<file path="config.mk">
export PLATFORM = sky130hd
export DESIGN_NAME = intvl_timer
export DESIGN_NICKNAME = d
export VERILOG_FILES = /design/src/rtl/tmr_pkg.sv /design/src/rtl/tmr_prescale.sv /design/src/rtl/tmr_ctrl.sv /design/src/rtl/tmr_dpath.sv /design/src/rtl/intvl_timer.sv
export SDC_FILE = /design/constraint.sdc
export NUM_CORES = 1
export LEC_CHECK = 0
export ABC_CLOCK_PERIOD_IN_PS = 8650
export BUFFER_PORTS_ARGS = -buffer_cell sky130_fd_sc_hd__buf_2
export CAP_MARGIN = 15
export CORE_AREA = 2 2 100 102
export CTS_CLUSTER_SIZE = 12
export DETAILED_ROUTE_END_ITERATION = 12
export DIE_AREA = 0 0 102 104
export GPL_ROUTABILITY_DRIVEN = 0
export PLACE_DENSITY = 0.75
export SLEW_MARGIN = 10
export SYNTH_ARGS = -nofsm -noshare
export SYNTH_HDL_FRONTEND = slang
export SYNTH_SLANG_ARGS = --single-unit
</file>
<file path="constraint.sdc">
create_clock -name clk -period 8.65 [get_ports clk]
set_input_delay 0.4325 -clock clk [delete_from_list [all_inputs] [get_ports clk]]
set_output_delay 0.4325 -clock clk [all_outputs]
set_load 0.1 [all_outputs]
</file>
<file path="src/rtl/tmr_pkg.sv">
package tmr_pkg;
  localparam int MASK_BIT = 16;
  localparam int MODE_BIT = 17;
  localparam int SH_W     = 3;
  localparam int PS_W     = 7;

  typedef struct packed {
    logic load;
    logic tick;
    logic periodic;
  } tmrStrobe_t;

  // Bit 2 of the code is ignored; bit 3 selects the upper ratio group.
  function automatic logic [SH_W-1:0] divToShift(input logic [3:0] code);
    logic [SH_W-1:0] low;
    low = {1'b0, code[1:0]};
    if (!code[3])               return low + 3'd1;
    else if (code[1:0] == 2'b11) return 3'd0;
    else                         return low + 3'd5;
  endfunction
endpackage

</file>
<file path="src/rtl/tmr_prescale.sv">
module tmr_prescale
  import tmr_pkg::*;
#(
  parameter int DIV_W = 4
) (
  input  logic             clk,
  input  logic             rstN,
  input  logic             restart,
  input  logic [DIV_W-1:0] divCode,
  output logic             tick
);
  logic [SH_W-1:0] shiftQ;
  logic [PS_W-1:0] psQ;
  logic [PS_W-1:0] termVal;

  assign termVal = ({{(PS_W-1){1'b0}}, 1'b1} << shiftQ) - 1'b1;
  assign tick    = (psQ == termVal);

  always_ff @(posedge clk) begin
    if (!rstN) begin
      psQ    <= '0;
      shiftQ <= divToShift(4'h0);
    end else if (restart || tick) begin
      psQ    <= '0;
      shiftQ <= divToShift(divCode[3:0]);
    end else begin
      psQ <= psQ + 1'b1;
    end
  end
endmodule

</file>
<file path="src/rtl/tmr_ctrl.sv">
module tmr_ctrl
  import tmr_pkg::*;
#(
  parameter int CNT_W  = 32,
  parameter int ADDR_W = 4,
  parameter int DIV_W  = 4
) (
  input  logic              clk,
  input  logic              rstN,
  input  logic              busWrEn,
  input  logic [ADDR_W-1:0] busAddr,
  input  logic [CNT_W-1:0]  busWData,
  input  logic [CNT_W-1:0]  cntQ,
  output logic [CNT_W-1:0]  busRData,
  output logic [CNT_W-1:0]  initQ,
  output logic              maskQ,
  output tmrStrobe_t        stb
);
  localparam logic [ADDR_W-1:0] OFF_CTRL = ADDR_W'(0);
  localparam logic [ADDR_W-1:0] OFF_INIT = ADDR_W'(1);
  localparam logic [ADDR_W-1:0] OFF_CUR  = ADDR_W'(2);
  localparam logic [ADDR_W-1:0] OFF_DIV  = ADDR_W'(3);

  logic             periodicQ;
  logic [DIV_W-1:0] divQ;
  logic             tickS;

  tmr_prescale #(.DIV_W(DIV_W)) u_ps (
    .clk(clk), .rstN(rstN), .restart(stb.load), .divCode(divQ), .tick(tickS)
  );

  always_comb begin
    stb.load     = busWrEn && (busAddr == OFF_INIT);
    stb.tick     = tickS;
    stb.periodic = periodicQ;
  end

  always_ff @(posedge clk) begin
    if (!rstN) begin
      maskQ     <= 1'b1;
      periodicQ <= 1'b0;
      initQ     <= '0;
      divQ      <= '0;
    end else if (busWrEn) begin
      case (busAddr)
        OFF_CTRL: begin
          maskQ     <= busWData[MASK_BIT];
          periodicQ <= busWData[MODE_BIT];
        end
        OFF_INIT: initQ <= busWData;
        OFF_DIV:  divQ  <= busWData[DIV_W-1:0];
        default:  ;
      endcase
    end
  end

  always_comb begin
    busRData = '0;
    case (busAddr)
      OFF_CTRL: begin
        busRData[MASK_BIT] = maskQ;
        busRData[MODE_BIT] = periodicQ;
      end
      OFF_INIT: busRData = initQ;
      OFF_CUR:  busRData = cntQ;
      OFF_DIV:  busRData[DIV_W-1:0] = divQ;
      default:  busRData = '0;
    endcase
  end
endmodule

</file>
<file path="src/rtl/tmr_dpath.sv">
module tmr_dpath
  import tmr_pkg::*;
#(
  parameter int CNT_W = 32
) (
  input  logic             clk,
  input  logic             rstN,
  input  tmrStrobe_t       stb,
  input  logic [CNT_W-1:0] loadVal,
  input  logic [CNT_W-1:0] initQ,
  output logic [CNT_W-1:0] cntQ,
  output logic             expireQ,
  output logic             armedQ
);
  localparam logic [CNT_W-1:0] ONE = CNT_W'(1);

  always_ff @(posedge clk) begin
    if (!rstN) begin
      cntQ    <= '0;
      expireQ <= 1'b0;
      armedQ  <= 1'b0;
    end else begin
      expireQ <= 1'b0;
      if (stb.load) begin
        cntQ   <= loadVal;
        armedQ <= |loadVal;
      end else if (stb.tick && armedQ) begin
        if (cntQ == '0) begin
          if (stb.periodic) cntQ   <= initQ;
          else              armedQ <= 1'b0;
        end else begin
          cntQ <= cntQ - ONE;
          if (cntQ == ONE) begin
            expireQ <= 1'b1;
            if (!stb.periodic) armedQ <= 1'b0;
          end
        end
      end
    end
  end
endmodule

</file>
<file path="src/rtl/intvl_timer.sv">
module intvl_timer
  import tmr_pkg::*;
#(
  parameter int CNT_W  = 32,
  parameter int ADDR_W = 4,
  parameter int DIV_W  = 4
) (
  input  logic              clk,
  input  logic              rstN,
  input  logic              busWrEn,
  input  logic [ADDR_W-1:0] busAddr,
  input  logic [CNT_W-1:0]  busWData,
  output logic [CNT_W-1:0]  busRData,
  output logic              irq
);
  tmrStrobe_t       stb;
  logic [CNT_W-1:0] cntQ;
  logic [CNT_W-1:0] initQ;
  logic             maskQ;
  logic             expireQ;
  logic             armedQ;

  tmr_ctrl #(.CNT_W(CNT_W), .ADDR_W(ADDR_W), .DIV_W(DIV_W)) u_ctrl (
    .clk(clk), .rstN(rstN), .busWrEn(busWrEn), .busAddr(busAddr),
    .busWData(busWData), .cntQ(cntQ), .busRData(busRData),
    .initQ(initQ), .maskQ(maskQ), .stb(stb)
  );

  tmr_dpath #(.CNT_W(CNT_W)) u_dp (
    .clk(clk), .rstN(rstN), .stb(stb), .loadVal(busWData), .initQ(initQ),
    .cntQ(cntQ), .expireQ(expireQ), .armedQ(armedQ)
  );

  assign irq = expireQ & ~maskQ;
endmodule

</file>
; Word level (Yosys, flattened, before mapping)
; Cells that the tools add are included.
[classes]
addsub = 5
eq_ne = 7
n_shift = 1
n_mux = 16
bitwise_logic = 4
reduce_logical = 15
[ops]
columns = op, n
row1 = 32-bit two-way mux, 4
row2 = 32-bit by 1-bit == test with 1-bit output (second input constant), 1
row3 = 32-bit logical NOT, 1
row4 = 32-bit OR reduction, 1
row5 = 32-bit by 1-bit subtractor with 32-bit output (second input constant), 1
row6 = 14-bit case mux with 2 select lines, 1
row7 = 12-bit case mux with 2 select lines, 1
row8 = 4-bit case mux with 3 select lines, 1
row9 = 2-bit AND reduction, 5
row10 = 4-bit by 2-bit == test with 1-bit output (second input constant), 2
row11 = 7-bit by 1-bit adder with 7-bit output (second input constant), 1
row12 = 7-bit == test, 1
row13 = 1-bit by 3-bit left shift with 7-bit output (first input constant), 1
row14 = 7-bit by 1-bit subtractor with 7-bit output (second input constant), 1
row15 = 1-bit two-way mux, 6
row16 = 3-bit two-way mux, 2
row17 = 2-bit case mux with 3 select lines, 1
row18 = 4-bit by 1-bit == test with 1-bit output (second input constant), 1
row19 = 4-bit logical NOT, 1
row20 = 4-bit OR reduction, 1
row21 = 2-bit by 1-bit adder with 3-bit output (second input constant), 1
row22 = 2-bit by 3-bit adder with 3-bit output (second input constant), 1
row23 = 3-bit != test (second input constant), 1
row24 = 1-bit inverter, 3
row25 = other kinds (7), 8
[word_totals]
regBits = 82
out_inout_bits = 33

; Depth between registers and ports, before layout
; Gate-level depths: netlist of the first run.
[depth]
ltp_word = 6
mapped_depth = 13

; Cells and area by module
; From an unflattened synthesis of the first run, not the netlist that was laid out.
[hier_totals]
cells_unflattened = 655
hier_area_um2 = 5442.7
[modules_own_cells]
columns = module, instances, cells_each, area_each_um2, seq_area_each_um2
row1 = tmr_dpath, 1, 359, 2718.9, 680.7
row2 = tmr_ctrl, 1, 223, 2083.2, 760.7
row3 = tmr_prescale, 1, 72, 626.9, 200.2
row4 = intvl_timer, 1, 1, 13.8, 0.0

; Worst setup path after synthesis of the first run
; No wires, ideal clock.
[synth_timing]
path_kind = input -> output
from = in busAddr[1]
to = out busRData[10]
t_arrival_ps = 2509
slack_ps = 5709
path_stages = 6
n_path_buf = 3
path_cell_list = clkbuf_1 > nor2b_1 > and2_1 > clkbuf_1 > clkbuf_1 > a22o_1
[synth_via]
elab_chain_len = 2
[synth_rtl]
columns = item, line
row1 = start: declaration, intvl_timer.sv:11  ; input logic [ADDR_W-1:0] busAddr,
row2 = 4-bit by 2-bit == test with 1-bit output / 4-bit by 1-bit == test with 1-bit output (equally long branches), tmr_ctrl.sv:59  ; case (busAddr)
row3 = 12-bit case mux with 2 select lines (*), tmr_ctrl.sv:59
row4 = end: declaration, intvl_timer.sv:13  ; output logic [CNT_W-1:0] busRData,
; Every way passes the cells marked *; elsewhere a longest branch is shown, timed or not.

; Worst setup path after layout of the first run
[layout_timing]
from = reg u_ctrl.u_ps.shiftQ[1]
to = reg u_dp.cntQ[29]
[layout_via]
elab_chain_len = 6
[layout_rtl]
columns = item, line
row1 = start: declaration, tmr_prescale.sv:12  ; logic [SH_W-1:0] shiftQ;
row2 = start signal: assignment, tmr_prescale.sv:22  ; shiftQ <= divToShift(4'h0);
row3 = start signal: assignment, tmr_prescale.sv:25  ; shiftQ <= divToShift(divCode[3:0]);
row4 = 1-bit by 3-bit left shift with 7-bit output, tmr_prescale.sv:16  ; assign termVal = ({{(PS_W-1){1'b0}}, 1'b1} << shiftQ) - 1'b1;
row5 = 7-bit by 1-bit subtractor with 7-bit output, tmr_prescale.sv:16
row6 = 7-bit == test, tmr_prescale.sv:17  ; assign tick = (psQ == termVal);
row7 = 1-bit logical AND, tmr_dpath.sv:27  ; end else if (stb.tick && armedQ) begin
row8 = 2-bit nonzero test (no line), -
row9 = 2-bit AND reduction (no line), -
row10 = end signal: assignment, tmr_dpath.sv:25  ; cntQ <= loadVal;
row11 = end signal: assignment, tmr_dpath.sv:29  ; if (stb.periodic) cntQ <= initQ;
row12 = end signal: assignment, tmr_dpath.sv:32  ; cntQ <= cntQ - ONE;
row13 = end: declaration, tmr_dpath.sv:11  ; output logic [CNT_W-1:0] cntQ,
; Every way passes these cells.
; A chain may end at the register's enable or synchronous reset.

==> results of run 1 <==
[report_power, final]
part	switching, uW	total [uW]	internal [uW]	leakage (uW)
logic	258	409	151	0.00137
clock network	148	318	170	0.000109
registers	25.7	420	394	0.000663
total	431	1150	715	0.00214
[critical path: stages (launching register included)]
cell and delay [ns]:
dfxtp_1 0.43, or3_1 0.41, ha_1 0.29, xor2_1 0.24
mux2_2 0.38, a211oi_1 0.26, o21ai_1 0.35, o21ai_2 0.48
buf_8 0.25, o21ai_0 0.11, a221oi_1 0.30
[cell families after synthesis]
kind of cell	share of synthesized area
simple gates	0.262
compound gates	0.266
flops	0.336
buf+inv	0.0483
xor+xnor	0.0448
mux	0.0279
fa+ha+maj	0.0153
[registers in the layout, summed over array words and instances, names as in the netlist]
register / cells
u_dp.armedQ: 1
u_dp.expireQ: 1
u_ctrl.u_ps.psQ: 7
u_ctrl.u_ps.shiftQ: 3
u_ctrl.maskQ: 1
u_ctrl.divQ: 4
u_ctrl.periodicQ: 1
u_ctrl.initQ: 32
u_dp.cntQ: 32
[worst max-delay path by stage]
stage	start	endpoint	slack, ns	cells after the start
after global placement	u_ctrl.u_ps.shiftQ[1]	u_dp.cntQ[29]	4.84	9
after global routing	u_ctrl.u_ps.shiftQ[1]	u_dp.cntQ[29]	4.86	10
after floorplan	busAddr[1]	busRData[10]	5.71	6
final	u_ctrl.u_ps.shiftQ[1]	u_dp.cntQ[29]	5.06	10
after detailed placement	u_ctrl.u_ps.shiftQ[1]	u_dp.cntQ[29]	4.63	9
after CTS	u_ctrl.u_ps.shiftQ[1]	u_dp.cntQ[29]	4.62	9
[cell type report]
cell class	count	share of cell area
clock buffer	11	0.0257
clock inverter	5	0.0141
inverter	11	0.00751
multi-input combinational	503	0.548
sequential	82	0.298
tap	133	0.0303
timing repair buffer	76	0.0755
[per-layer routing]
metal | routed length (um) | vias to the layer above
met1 | 6110 | 2390
met2 | 6750 | 261
li1 | - | 2443
met3 | 1250 | 29
met4 | 291 | 0
met5 | 0 | -
[per-stage QoR]
stage	hold WS [ns]	instance area [um^2]	total power, uW	instances
final	0.312	5500	1150	821
after global routing	0.318	5500	1210	821
after detailed placement	0.462	5240	827	802
after floorplan	0.440	4890	742	644
after CTS	0.302	5460	1140	818
after global placement	0.452	5240	814	802
[cell usage in the layout, fill, tap and decap left out, types with 11 or more instances in the layout]
cell type and count:
xnor2_1 15, a22o_1 26, a31oi_1 19, nand2_1 105
a21oi_1 50, o211ai_1 19, nand3_1 16, nor4_1 19
dfxtp_1 82, nor3_1 20, nor2_1 46, or3_1 11
buf_2 71, o21ai_0 38
==> flow_summary.toml, run 1 <==
[global_route]
first_global_vias = 4669
antenna_found_initial = 0
grt-ovfl-total = 0
grt_pass1_wl_um = 22900
track_usage = 0.269
grtUsageMet1 = 0.366
grt_max_degree = 82
grt.busiest_layer = "met2"
grt_use_met3 = 0.0511
gr-usage-met2 = 0.421

[power_and_ir_drop]
ir_drop_uv = 95.8
p_leak_uw = 0.00214
powerDensity_nw_per_um2 = 208

[cts]
clockBufferDepth = 2
htreeDepth = 3
worstSkewPairLatency_ns = 0.37
tritoncts = "done"
numClockSinks = 82
cts.root.buffer_cell = "clkbuf_8"
cts_buffers = 9
cts_resized = 0
ctsHoldBuffers = 0
clk_pin_slew_ns = 0.09
cts_setup_buffers = 0

[timing]
fin_crit_sh = 0.415
relSlewSlack = 0.298
fin_tns_setup_ns = 0
finalHoldViolCount = 0
clock.fmax_mhz = 279
fin_ws_ns = 5.06
fin_crit_ns = 3.59
setup_viol = 0
slew_viol_final = 0
worst_pin_slew_ns = 1.05
skew_ns = 0.0140
rsz0062_at_grt = "false"

[routing]
post_drt_wl_per_cell_um = 17.5
vias = 5123
drcViolationCount = 0
first_pass_iters = 6
routed_wl_um = 14400
dr.first_iter.drc_count = 412
ant_nets = 0
viasPerCell = 6.24

[layout]
drive_gt1_frac = 0.163
post-route-util = 0.576
nets = 728
regArea_um2 = 1640
syn_to_final_growth_pct = 12.4
antenna-diode-count = 0
multi_input_area_um2 = 3020
n_fill_cell = 888

[synthesis]
syn_area_um2 = 4890
async_flop_share = 0
syn_nets = 689
yosys.area.top_type_share = 0.336
synth_flop_cell = "dfxtp_1"
avgSynthCellArea_um2 = 7.60
synth_area_leaders = "dfxtp_1 (34%), nand2_1 (8.1%), a21oi_1 (5.1%), a22o_1 (4.7%), o21ai_0 (3.9%)"
synth_edf_count = 0
yosys_register_bits = 82
syn_inst = 644
yosysSeqAreaShare = 0.336
synth_area_leader_cell = "dfxtp_1"
yosys_warnings = 0
synthTopCellsByCount = "nand2_1 (106), dfxtp_1 (82), a21oi_1 (50), nor2_1 (46), clkbuf_1 (39)"
ys_types = 62
yosysMostFrequentCell = "nand2_1"

[floorplanning]
io_pins = 72
fp.dieH_um = 104
initial_core_util = 0.512
rows = 36
dieArea_um2 = 10600
core_um2 = 9550
fp.dieW_um = 102

[worst_setup_path]
worstSetupPathType = "reg2reg"
cp_max_fo = 27
cp.required_ns = 8.92
reg2reg_from = "u_ctrl.u_ps.shiftQ[1]"
reg2reg_slack_ns = 5.06
critPathLaunchType = "register"
r2r_end = "u_dp.cntQ[29]"
worstPathArrival_ns = 3.86
rr_worst_depth = 10
cp-end-kind = "register"

[place]
pre_cts_ws_ns = 4.63
dpl.hpwl_um = 9550
portBuffers = 71

[run_status]
status = "finished clean"

[hold_path]
hp-start = "busWData[26]"
min_path_cells = 3
hp-class = "in2reg"
worstHoldEndpoint = "u_ctrl.initQ[26]"

[run]
max-cap-violations = 0
(Power assumes the default switching activity.)
==> run 2: changes to the inputs <==
Settings changed: ABC_CLOCK_PERIOD_IN_PS 8650 to 3550.
Clock period 8.65 ns to 3.55 ns, I/O delays scaled along.
==> run 2 against run 1 <==
  * Largest cell class unchanged
  * Utilization did not move
  * Wire length rose by 1.4%
  * Register-to-register slack got worse by 4.8 ns
  * Global-route usage rose by 0.74 points
  * Non-clock buffer count rose by 5
  * Combinational power rose by 150%
  * Power rose by 140%
  * Critical path depth did not move
  * Highest routed layer unchanged
  * Clock power rose by 130%
  * Largest power group unchanged
==> flow_summary.toml, run 2 (synthesized netlist as in run 1, its figures left out) <==
[run_status]
status = "finished clean"

[global_route]
grt_max_degree = 49
grt_pass1_wl_um = 23500
first_global_vias = 4867
grt-ovfl-total = 0
track_usage = 0.276
antenna_found_initial = 0

[floorplanning]
fp.dieH_um = 104
rows = 36
fp.dieW_um = 102
io_pins = 72
initial_core_util = 0.512
dieArea_um2 = 10600
core_um2 = 9550

[timing]
slew_viol_final = 0
fin_ws_ns = 0.279
fin_crit_ns = 3.27
skew_ns = 0.0161
relSlewSlack = 0.403
worst_pin_slew_ns = 0.895
finalHoldViolCount = 0
clock.fmax_mhz = 306
fin_crit_sh = 0.921
setup_viol = 0
fin_tns_setup_ns = 0
rsz0062_at_grt = "false"

[layout]
drive_gt1_frac = 0.166
syn_to_final_growth_pct = 12.4
antenna-diode-count = 0
reg_top3 = "u_ctrl.initQ (32), u_dp.cntQ (32), u_ctrl.u_ps.psQ (7)"
nets = 733
layout_common_cells = "nand2_1 (105), dfxtp_1 (82), buf_2 (71)"
layout.cells.most_common = "nand2_1"
finish.instance_area_um2 = 5500

[cts]
cts_setup_buffers = 0
cts_buffers = 9
cts.root.buffer_cell = "clkbuf_8"
tritoncts = "done"
htreeDepth = 3
clk_pin_slew_ns = 0.08
clockBufferDepth = 2
worstSkewPairLatency_ns = 0.36
numClockSinks = 82

[routing]
dr.first_iter.drc_count = 411
post_drt_wl_per_cell_um = 17.7
drcViolationCount = 0
first_pass_iters = 5
viasPerCell = 6.21
routed_wl_um = 14600
ant_nets = 0
vias = 5120

[worst_setup_path]
cp.required_ns = 3.83
cp_max_fo = 16
worstPathArrival_ns = 3.55
critPathLaunchType = "register"
cp-end-kind = "register"
worstSetupPathType = "reg2reg"
reg2reg_slack_ns = 0.28

[place]
dpl.hpwl_um = 9840
dpl-instance-area_um2 = 5300
pre_cts_ws_ns = 0.237
portBuffers = 71

[power_and_ir_drop]
p_leak_uw = 0.00215
powerDensity_nw_per_um2 = 502
ir_drop_uv = 215

[hold_path]
hp-class = "in2reg"

[run]
max-cap-violations = 0
-- run 2: cell types whose count changed in the layout (fill, tap and decap cells not counted), sizes merged --
| cell | change |
|---|---|
| clkinv | -1 |
| clkinvlp | -1 |
| clkbuf | +1 |
| buf | +5 |
-- run 2: worst max-delay path, cell delays in order, from the launching register on --
cell	delay [ns]
dfxtp_1	0.44
or3_1	0.40
ha_1	0.29
xor2_1	0.25
mux2_2	0.38
a211oi_1	0.32
o21ai_2	0.24
o21ai_2	0.33
buf_4	0.26
o21ai_0	0.09
a31oi_1	0.19
-- run 2: metrics by stage --
| stage | total power (uW) | util | hold WS (ns) | instances |
|---|---|---|---|---|
| after CTS | 2740 | 0.576 | 0.0622 | 825 |
| after global routing | 2920 | 0.576 | 0.0825 | 825 |
| after global placement | 1990 | 0.555 | 0.442 | 810 |
| after floorplan | 1810 | - | 0.303 | 644 |
| after detailed placement | 2020 | 0.555 | 0.445 | 810 |
| final | 2760 | 0.576 | 0.0734 | 825 |
-- run 2: worst paths after layout --
path,start,end,cells after the start
setup / recovery,u_ctrl.u_ps.shiftQ[1],u_dp.cntQ[5],10
setup reg to reg,u_ctrl.u_ps.shiftQ[1],u_dp.cntQ[5],10
hold reg to reg,u_ctrl.initQ[9],u_ctrl.initQ[9],2
hold / removal,busWData[28],u_ctrl.initQ[28],3
-- run 2: what timing repair did --
action,CTS,global route
hold buffers,0,0
setup endpoints to repair,0,18
gates resized for setup,0,1
-- run 2: area by class of cell --
class,instances,area [um^2]
Clock buffer,12,135
Sequential cell,82,1640
Tap cell,133,166
Timing Repair Buffer,81,430
Multi-Input combinational cell,503,3020
Fill cell,960,4050
Clock inverter,3,65.1
Inverter,11,41.3
-- run 2: metal layers --
layer	vias to the layer above	global-route usage	wire (um)
met1	2391	0.367	6180
met3	39	0.0403	1270
met4	0	0.116	391
li1	2448	-	-
met5	-	0	0
met2	242	0.444	6780
-- run 2: report_power, final --
group          switching (uW)  internal [uW]
logic                     629            380
clock network             335            393
registers                65.9            960
==> run 3: changes to the inputs <==
Settings changed: CORE_AREA 2 2 100 102 to 2 2 95 97, DIE_AREA 0 0 102 104 to 0 0 97 99, PLACE_DENSITY 0.75 to 0.82.
==> run 3 against run 2 <==
  * Power decreased by 0.99%
  * Maximum frequency decreased by 1.6%
  * Clock power decreased by 4.0%
  * Non-clock buffer count increased by 1
  * Global-route usage increased by 1.9 points
  * Die area decreased by 9.5%
  * Count of clock-buffer cells in the layout decreased by 2
  * First-iteration DRC count increased by 23%
  * Utilization increased by 6.4 points
  * Design area decreased by 0.43%
  * Critical path type unchanged
==> flow_summary.toml, run 3 (synthesized netlist as in run 1, its figures left out) <==
[global_route]
track_usage = 0.296
grt_max_degree = 49
grt-ovfl-total = 0
antenna_found_initial = 0
grt.busiest_layer = "met2"
grtUsageMet1 = 0.375
gr-usage-met2 = 0.495
grt_use_met3 = 0.0645
first_global_vias = 4891
grt_pass1_wl_um = 23300

[timing]
setup_viol = 0
skew_ns = 0.00846
clock.fmax_mhz = 301
relSlewSlack = 0.384
fin_crit_ns = 3.32
finalHoldViolCount = 0
fin_crit_sh = 0.936
fin_ws_ns = 0.226
worst_pin_slew_ns = 0.923
slew_viol_final = 0
timing.hold.ws_ns = 0.0578

[layout]
reg_top3 = "u_ctrl.initQ (32), u_dp.cntQ (32), u_ctrl.u_ps.psQ (7)"
drive_gt1_frac = 0.172
nets = 734
syn_to_final_growth_pct = 11.9
antenna-diode-count = 0
layout.cells.most_common = "nand2_1"
layout_common_cells = "nand2_1 (105), dfxtp_1 (82), buf_2 (71)"

[routing]
drcViolationCount = 0
routed_wl_um = 14600
first_pass_iters = 7
viasPerCell = 6.57
dr.first_iter.drc_count = 504
ant_nets = 0
vias = 5259
post_drt_wl_per_cell_um = 18.2

[cts]
clk_pin_slew_ns = 0.09
numClockSinks = 82
cts_buffers = 9
tritoncts = "done"
clockBufferDepth = 2
worstSkewPairLatency_ns = 0.37
cts.root.buffer_cell = "clkbuf_8"
ctsHoldBuffers = 0
htreeDepth = 3

[floorplanning]
dieArea_um2 = 9600
initial_core_util = 0.572
fp.dieH_um = 99
core_um2 = 8550
rows = 34
fp.dieW_um = 97
io_pins = 72

[worst_setup_path]
slowest_stage = "dfxtp_1"
cp_max_fo = 16
worstPathArrival_ns = 3.61
critPathLaunchType = "register"
critPathBufInv = 1
cp.required_ns = 3.84
cpLargestDelayFamily = "compound AO/OA/AOI/OAI gates"
path_cells = "or3_1 -> ha_1 -> xor2_1 -> mux2_2 -> a211oi_1 -> o21ai_2 -> o21ai_4 -> buf_4 -> o21ai_0 -> a31oi_1"
worstSetupPathType = "reg2reg"
cp-end-kind = "register"
crit_path_max_incr_delay_ns = 0.43

[place]
dpl.hpwl_um = 9860
pre_cts_ws_ns = 0.255
portBuffers = 71

[power_and_ir_drop]
powerDensity_nw_per_um2 = 499
p_leak_uw = 0.00215
ir_drop_uv = 236

[hold_path]
hp-class = "in2reg"

[run]
max-cap-violations = 0

[run_status]
status = "finished clean"
==> run 3: cell types whose count changed in the layout (fill, tap and decap cells not counted) <==
cell,previous run,this run
clkinvlp_4,0,2
o21ai_2,2,1
buf_4,10,11
clkbuf_1,3,0
clkbuf_8,9,10
clkinv_2,1,2
o21ai_4,0,1
bufinv_16,2,1
==> run 3: worst paths after layout <==
| path | start | end | slack (ns) | depth (start not counted) |
|---|---|---|---|---|
| setup / recovery | u_ctrl.u_ps.shiftQ[1] | u_dp.cntQ[7] | 0.23 | 10 |
| hold / removal | busWData[27] | u_ctrl.initQ[27] | 0.06 | 3 |
| setup reg to reg | u_ctrl.u_ps.shiftQ[1] | u_dp.cntQ[7] | 0.23 | 10 |
| hold reg to reg | u_ctrl.initQ[4] | u_ctrl.initQ[4] | 0.48 | 2 |
==> run 3: repair_timing <==
action,4_1_cts,5_1_grt
setup endpoints to repair,0,17
setup buffers,0,0
gates resized for setup,0,2
==> run 3: tightest hold or removal path, cell delays in order <==
cell and delay, ns:
buf_2 0.11, nand2_1 0.05, a21oi_1 0.05
==> run 3: area by class of cell <==
class | instances | area [um^2]
Sequential cell | 82 | 1640
Clock buffer | 10 | 138
Timing Repair Buffer | 82 | 438
Fill cell | 749 | 3070
Multi-Input combinational cell | 503 | 3030
Tap cell | 108 | 135
Clock inverter | 5 | 55.1
Inverter | 11 | 41.3
==> run 3: stage by stage <==
stage	cell area, um^2	TNS [ns]	std cells	util	total power (uW)
after global placement	5270	0	786	0.617	1990
after detailed placement	5270	0	786	0.617	2010
after floorplan	4890	0	644	-	1810
final	5480	0	801	0.640	2740
after CTS	5470	0	801	0.639	2690
after global routing	5480	-0.0434	801	0.640	2870
==> run 3: report_power, final <==
group	switching (uW)	leakage [uW]	internal, uW
Clock	361	0.0000941	338
Sequential	62.7	0.000663	960
Combinational	635	0.00139	379
==> run 3: metal layers <==
metal  vias to the layer above  wire (um)
li1                       2449          -
met1                      2459       6030
met4                         0        417
met5                         -          0
met3                        51       1340
met2                       300       6830
